`config.mk`:
```
export PLATFORM = sky130hd
export DESIGN_NAME = sdi_byte_rx
export DESIGN_NICKNAME = d
export VERILOG_FILES = /design/src/rtl/sdi_byte_rx.sv
export SDC_FILE = /design/constraint.sdc
export NUM_CORES = 1
export LEC_CHECK = 0
export BUFFER_PORTS_ARGS = -buffer_cell sky130_fd_sc_hd__buf_2
export CORE_ASPECT_RATIO = 0.8
export CORE_UTILIZATION = 58
export DETAILED_ROUTE_END_ITERATION = 8
export GPL_TIMING_DRIVEN = 0
export PLACE_DENSITY_LB_ADDON = 0.08
export SLEW_MARGIN = 30
export SYNTH_ARGS = -nofsm -noshare
export SYNTH_HDL_FRONTEND = slang
export SYNTH_SLANG_ARGS = --single-unit
```
`constraint.sdc`:
```
create_clock -name clk -period 3.2 [get_ports clk]
set_clock_uncertainty 0.05 [all_clocks]
set_input_delay 0.16 -clock clk [delete_from_list [all_inputs] [get_ports clk]]
set_output_delay 0.16 -clock clk [all_outputs]
set_load 0.05 [all_outputs]
```
`src/rtl/sdi_byte_rx.sv`:
```
module sdi_byte_rx #(
  parameter int W           = 8,
  parameter int SYNC_STAGES = 2
) (
  input  logic         clk,
  input  logic         rst_n,
  input  logic         sclk_i,
  input  logic         sdat_i,
  input  logic         dsel_n_i,
  input  logic         csel_n_i,
  input  logic         cfg_fall_edge,
  input  logic         cfg_lsb_first,
  input  logic         cfg_share,
  input  logic         cfg_native,
  output logic [W-1:0] byte_o,
  output logic         byte_vld_o
);
  localparam int CW = $clog2(W);

  logic [3:0]    sq [SYNC_STAGES];
  logic [3:0]    s;
  logic          sclk_d;
  logic [CW-1:0] cnt;
  logic [W-1:0]  sh;
  logic [W-1:0]  nxt;
  logic          share_on, sel, smp_edge, take, at_last;

  always_ff @(posedge clk or negedge rst_n) begin
    if (!rst_n) begin
      for (int i = 0; i < SYNC_STAGES; i++) sq[i] <= '0;
    end else begin
      sq[0] <= {csel_n_i, dsel_n_i, sdat_i, sclk_i};
      for (int i = 1; i < SYNC_STAGES; i++) sq[i] <= sq[i-1];
    end
  end

  assign s        = sq[SYNC_STAGES-1];
  assign share_on = cfg_share & cfg_native;
  assign sel      = share_on ? s[3] : ~s[2];
  assign smp_edge = cfg_fall_edge ? (sclk_d & ~s[0]) : (~sclk_d & s[0]);
  assign take     = sel & smp_edge;
  assign nxt      = cfg_lsb_first ? {s[1], sh[W-1:1]} : {sh[W-2:0], s[1]};
  assign at_last  = (cnt == CW'(W-1));

  always_ff @(posedge clk or negedge rst_n) begin
    if (!rst_n) begin
      sclk_d     <= 1'b0;
      cnt        <= '0;
      sh         <= '0;
      byte_o     <= '0;
      byte_vld_o <= 1'b0;
    end else begin
      sclk_d     <= s[0];
      byte_vld_o <= 1'b0;
      if (!sel) begin
        cnt <= '0;
      end else if (take) begin
        sh <= nxt;
        if (at_last) begin
          cnt        <= '0;
          byte_o     <= nxt;
          byte_vld_o <= 1'b1;
        end else begin
          cnt <= cnt + 1'b1;
        end
      end
    end
  end

  p_single_pulse_r9: assert property (@(posedge clk) disable iff (!rst_n)
    byte_vld_o |=> !byte_vld_o);

  p_byte_holds_r9: assert property (@(posedge clk) disable iff (!rst_n)
    !$stable(byte_o) |-> byte_vld_o);

  p_strobe_after_edge_r1: assert property (@(posedge clk) disable iff (!rst_n)
    byte_vld_o |-> $past(take));

  p_deselect_clears_r8: assert property (@(posedge clk) disable iff (!rst_n)
    !sel |=> (cnt == '0));

  p_count_idle_r5: assert property (@(posedge clk) disable iff (!rst_n)
    (sel && !take) |=> $stable(cnt));
endmodule

```
After elaboration in Yosys (flattened, before gate mapping)

Cells that the tools add are included.

Register bits after elaboration: 29
Bits of input ports: 10
Output and inout port bits: 9
Logic and storage cells: 28

Add/subtract/negate cells: 1
Equal/unequal tests: 2
Multiplexer cells: 9
Bitwise gates (word level): 7
Reduce and logical (&&, ||, !) cells: 2

Operators with widths:

| kind                  | number |
|---|---|
| $mux W3               | 3 |
| $mux W8               | 1 |
| $mux W1               | 5 |
| $and A1 B1 Y1         | 4 |
| $add A3 B1 Y3 const B | 1 |
| $eq A3 B3 Y1 const B  | 1 |
| $not A1 Y1            | 3 |
| $reduce_and A3 Y1     | 1 |
| $ne A2 B1 Y1 const B  | 1 |
| $reduce_and A2 Y1     | 1 |

Longest topological paths before layout

Word-level depth: 6
Mapped depth: 5

Worst setup path after synthesis

Ideal clock, no wire load.

Path kind: reg2reg
Start: register sclk_d
End: register byte_o[0]
Library setup time: 0.125 ns
Data arrival time: 1.666 ns
Setup slack: 1.360 ns
Cell stages (with the launch flop): 5
Path buffers: 1
Period minus slack after synthesis: 1.840 ns
Path through: dfrtp_1 > or3b_1 > buf_2 > a221oi_4 > mux2_2

Word-level cells in the longest chain between the ends: 5
Elaborated cells on any way between the ends: 6
Classes of those cells: 1 x mux; 4 x bitwise; 1 x reduce/logical

Ends and longest elaborated chain:

| item                                 | RTL line | RTL |
|---|---|---|
| start, declared                      | 22       | `logic sclk_d;` |
| start signal, assigned               | 53       | `sclk_d <= s[0];` |
| $not A1 Y1                           | 40       | `assign smp_edge = cfg_fall_edge ? (sclk_d & ~s[0]) : (~sclk_d & s[0]);` |
| $and A1 B1 Y1                        | 40       |  |
| $mux W1 *                            | 40       |  |
| $and A1 B1 Y1 *                      | 41       | `assign take = sel & smp_edge;` |
| $reduce_and A3 Y1 (no source line) * | -        |  |
| end signal, assigned                 | 61       | `byte_o <= nxt;` |
| end, declared                        | 15       | `output logic [W-1:0] byte_o,` |

Mark *: on every way between the ends. The rest lies on a longest branch, timed or not.
A chain may end at the register's enable or synchronous reset.

Worst setup path in the final report

Start: register sclk_d
End: register byte_o[5]

The elaborated chain is that of the path after synthesis.

==> flow_summary.toml <==
[clock_tree]
path_clk_slew_ns = 0.08
cts-buffers-inserted = 5
cts_buffer_depth = 2
cts_tree = "built"
cts_num_sinks = 29
root_buffer = "clkbuf_4"
htree_levels = 2
clk_latency_ns = 0.33
cts_setup_buffers = 0

[yosys]
synthFlopType = "dfrtp_1"
seq_area_frac_synth_pct = 61.9
synth_area_leaders = "dfrtp_1 (62%), mux2_2 (23%), a221oi_4 (2.2%)"
synthArstFlopShare_pct = 100
synth-simple-area-share_pct = 5.34
synth.top_cell.area_share_pct = 61.9
synth_area_leader_cell = "dfrtp_1"
synthDistinctLibCells = 18
synth_common_cells = "dfrtp_1 (29), mux2_2 (24), nand3_1 (4), a21oi_1 (3), o21ai_0 (3)"
ys_ff_latch = 29
synth_top_family_by_area = "multiplexers"
syn_inst = 77
synth_edf_count = 0
mappedNetlistNets = 89
synthAdderAreaFrac_pct = 2.13
syn-cell-area_um2 = 1170
synth.most_common_cell = "dfrtp_1"
synth_xor_area_share_pct = 0
synthMuxAreaShare_pct = 23.1
syn_area_per_cell_um2 = 15.2
synth_compound_area_share_pct = 6.51
yosysWarnings = 0

[hold_path]
hold_path_class = "input port to register"
min_from = "cfg_fall_edge"

[power]
p_int_uw = 560
p_leak_nw = 0.701
clkPwrFrac_pct = 27.2
switchingPower_uw = 194
ir_worst_vdd_mv = 0.378
sw_frac_of_total_pct = 25.7
pwr-share-comb_pct = 14.8
seq_power_share_pct = 58.0
p_per_area_nw_per_um2 = 543

[floorplanning]
die_area_um2 = 2210
core-area_um2 = 1890
die_x_um = 52.3
start_util_pct = 62.0
rows = 14
ios = 19
die_y_um = 42.2

[timing]
fin_setup_tns_ns = 0
period_needed_ns = 1.99
slew_viol_final = 0
slew_headroom_pct = 59.1
rsz0062_at_grt = "no"
max_freq_ghz = 0.501
post-route-worst-setup-slack_ns = 1.21
timing.final.hold_violations = 0
fin_crit_sh_pct = 62.3
setup_viol = 0
tightest_slew_ns = 0.613

[placement]
hpwlAfterDp_mm = 1.17
dp_slack_ns = 1.22
port_buffers = 17
gp_congestion = 0.775

[detailed_routing]
vias = 696
remaining_drc_errors = 0
postRouteAntennaNets = 0
via_per_inst = 5.31
drt_iter0_markers = 5
wl_per_cell_um = 13.4
dr.pass1.iters = 4
wirelength_mm = 1.75

[worst_setup_path]
cp-start-kind = "register"
cp_cell_sequence = "or3b_1 -> buf_2 -> a221oi_4 -> mux2_2"
r2r_setup_slack_ns = 1.21
cp-endpoint = "byte_o[5]"
critPathBufInv = 1
worst-setup-path-type = "register to register"
endpoint_kind = "register"
r2r_start = "sclk_d"
cp_slowest_cell = "a221oi_4"
critPathRequiredTime_ns = 3.36
r2r_cells = 4
cp_slowest_stage_delay_ns = 0.50
cp-startpoint = "sclk_d"
cp_max_fo = 9
worst_path_dominant_cell_family = "compound AO/OA/AOI/OAI gates"
crit_cells = 4
crit_arrival_ns = 2.16
r2r-end = "byte_o[5]"

[layout]
nets = 118
syn_to_final_growth_pct = 18.5
drive_above_1_share_pct = 47.7
fillers = 131
diodes = 0

[run]
cap_violations = 0

[status]
status = "complete, no violations"

[grt]
grt_pass1_wl_mm = 3.06
grt_antenna_before_repair = 0
grt_overflow = 0
grt_pass1_vias = 674
grt_max_degree = 30
track_usage_pct = 20.8
-- cell type report --
cell class | instances | area (µm²) | share of cell area (%)
multi-input cells | 45 | 434 | 31.3
inverters | 1 | 3.75 | 0.270
clock inverters | 2 | 10.0 | 0.721
repair buffers | 22 | 135 | 9.73
clock buffers | 6 | 41.3 | 2.97
plain buffers | 2 | 8.76 | 0.631
flip-flops and latches | 29 | 726 | 52.3
well taps | 24 | 30.0 | 2.16
-- cells by family after synthesis --
kind of cell / after synthesis
flops: 29
mux: 24
simple gates: 10
compound gates: 9
buf+inv: 3
fa+ha+maj: 2
-- state kept, by name, summed over array words and instances (netlist names) --
name and cells:
byte_o 8, byte_vld_o 1, sq 4, s 4
cnt 3, sclk_d 1, sh 8
-- worst min-delay path: stages --
cell     delay (ns)
buf_2          0.10
nor3b_1        0.06
o21ai_0        0.14
a21oi_1        0.06
-- what timing repair did --
| action | in CTS | in global routing |
|---|---|---|
| resized for setup | 0 | 0 |
| hold buffers | 5 | 0 |
| setup endpoints to repair | 0 | 0 |
| hold endpoints to repair | 33 | 0 |
-- worst min-delay path by stage --
stage	endpoint	slack, ns	depth (start not counted)
3_5_place_dp	sclk_d	0.16	1
2_1_floorplan	byte_o[0]	-0.19	0
4_1_cts	cnt[0]	0.19	4
5_1_grt	cnt[1]	0.21	4
3_3_place_gp	cnt[2]	0.16	1
6_report	cnt[0]	0.19	4
-- power groups by stage --
stage / clock [mW] / sequential [mW] / combinational, mW
floorplan: 0 / 0.435 / 0.0821
CTS: 0.210 / 0.437 / 0.112
detailed placement: 0 / 0.445 / 0.108
finish: 0.205 / 0.437 / 0.112
global route: 0.231 / 0.443 / 0.123
global placement: 0 / 0.442 / 0.104
-- cells in the final DEF (no fill, tap or decap), types with 2 or more instances in the layout --
cell,instances
o21ai_0,3
dfrtp_1,29
nand3_1,4
buf_2,18
mux2_2,24
clkbuf_4,5
ha_1,2
a21oi_1,3
clkinv_2,2
dlygate4sd3_1,5
-- per-layer routing --
metal | global-route usage, % | part of all wire, %
met1 | 27.6 | 50
met2 | 28.2 | 41
met3 | 10.9 | 6.2
met4 | 9.47 | 2.2
met5 | 0 | 0
-- per-stage QoR --
| step | std cells | total power [mW] | cell area (µm²) | hold WS (ns) | util, % |
|---|---|---|---|---|---|
| after CTS | 131 | 0.759 | 1390 | 0.191 | 73.4 |
| after detailed placement | 118 | 0.552 | 1290 | 0.162 | 68.1 |
| after global placement | 118 | 0.546 | 1290 | 0.156 | 68.1 |
| final | 131 | 0.754 | 1390 | 0.194 | 73.4 |
| after global routing | 131 | 0.797 | 1390 | 0.205 | 73.4 |
| after floorplan | 77 | 0.517 | 1170 | -0.186 | - |
No activity file was read; power rests on OpenSTA's default activity.
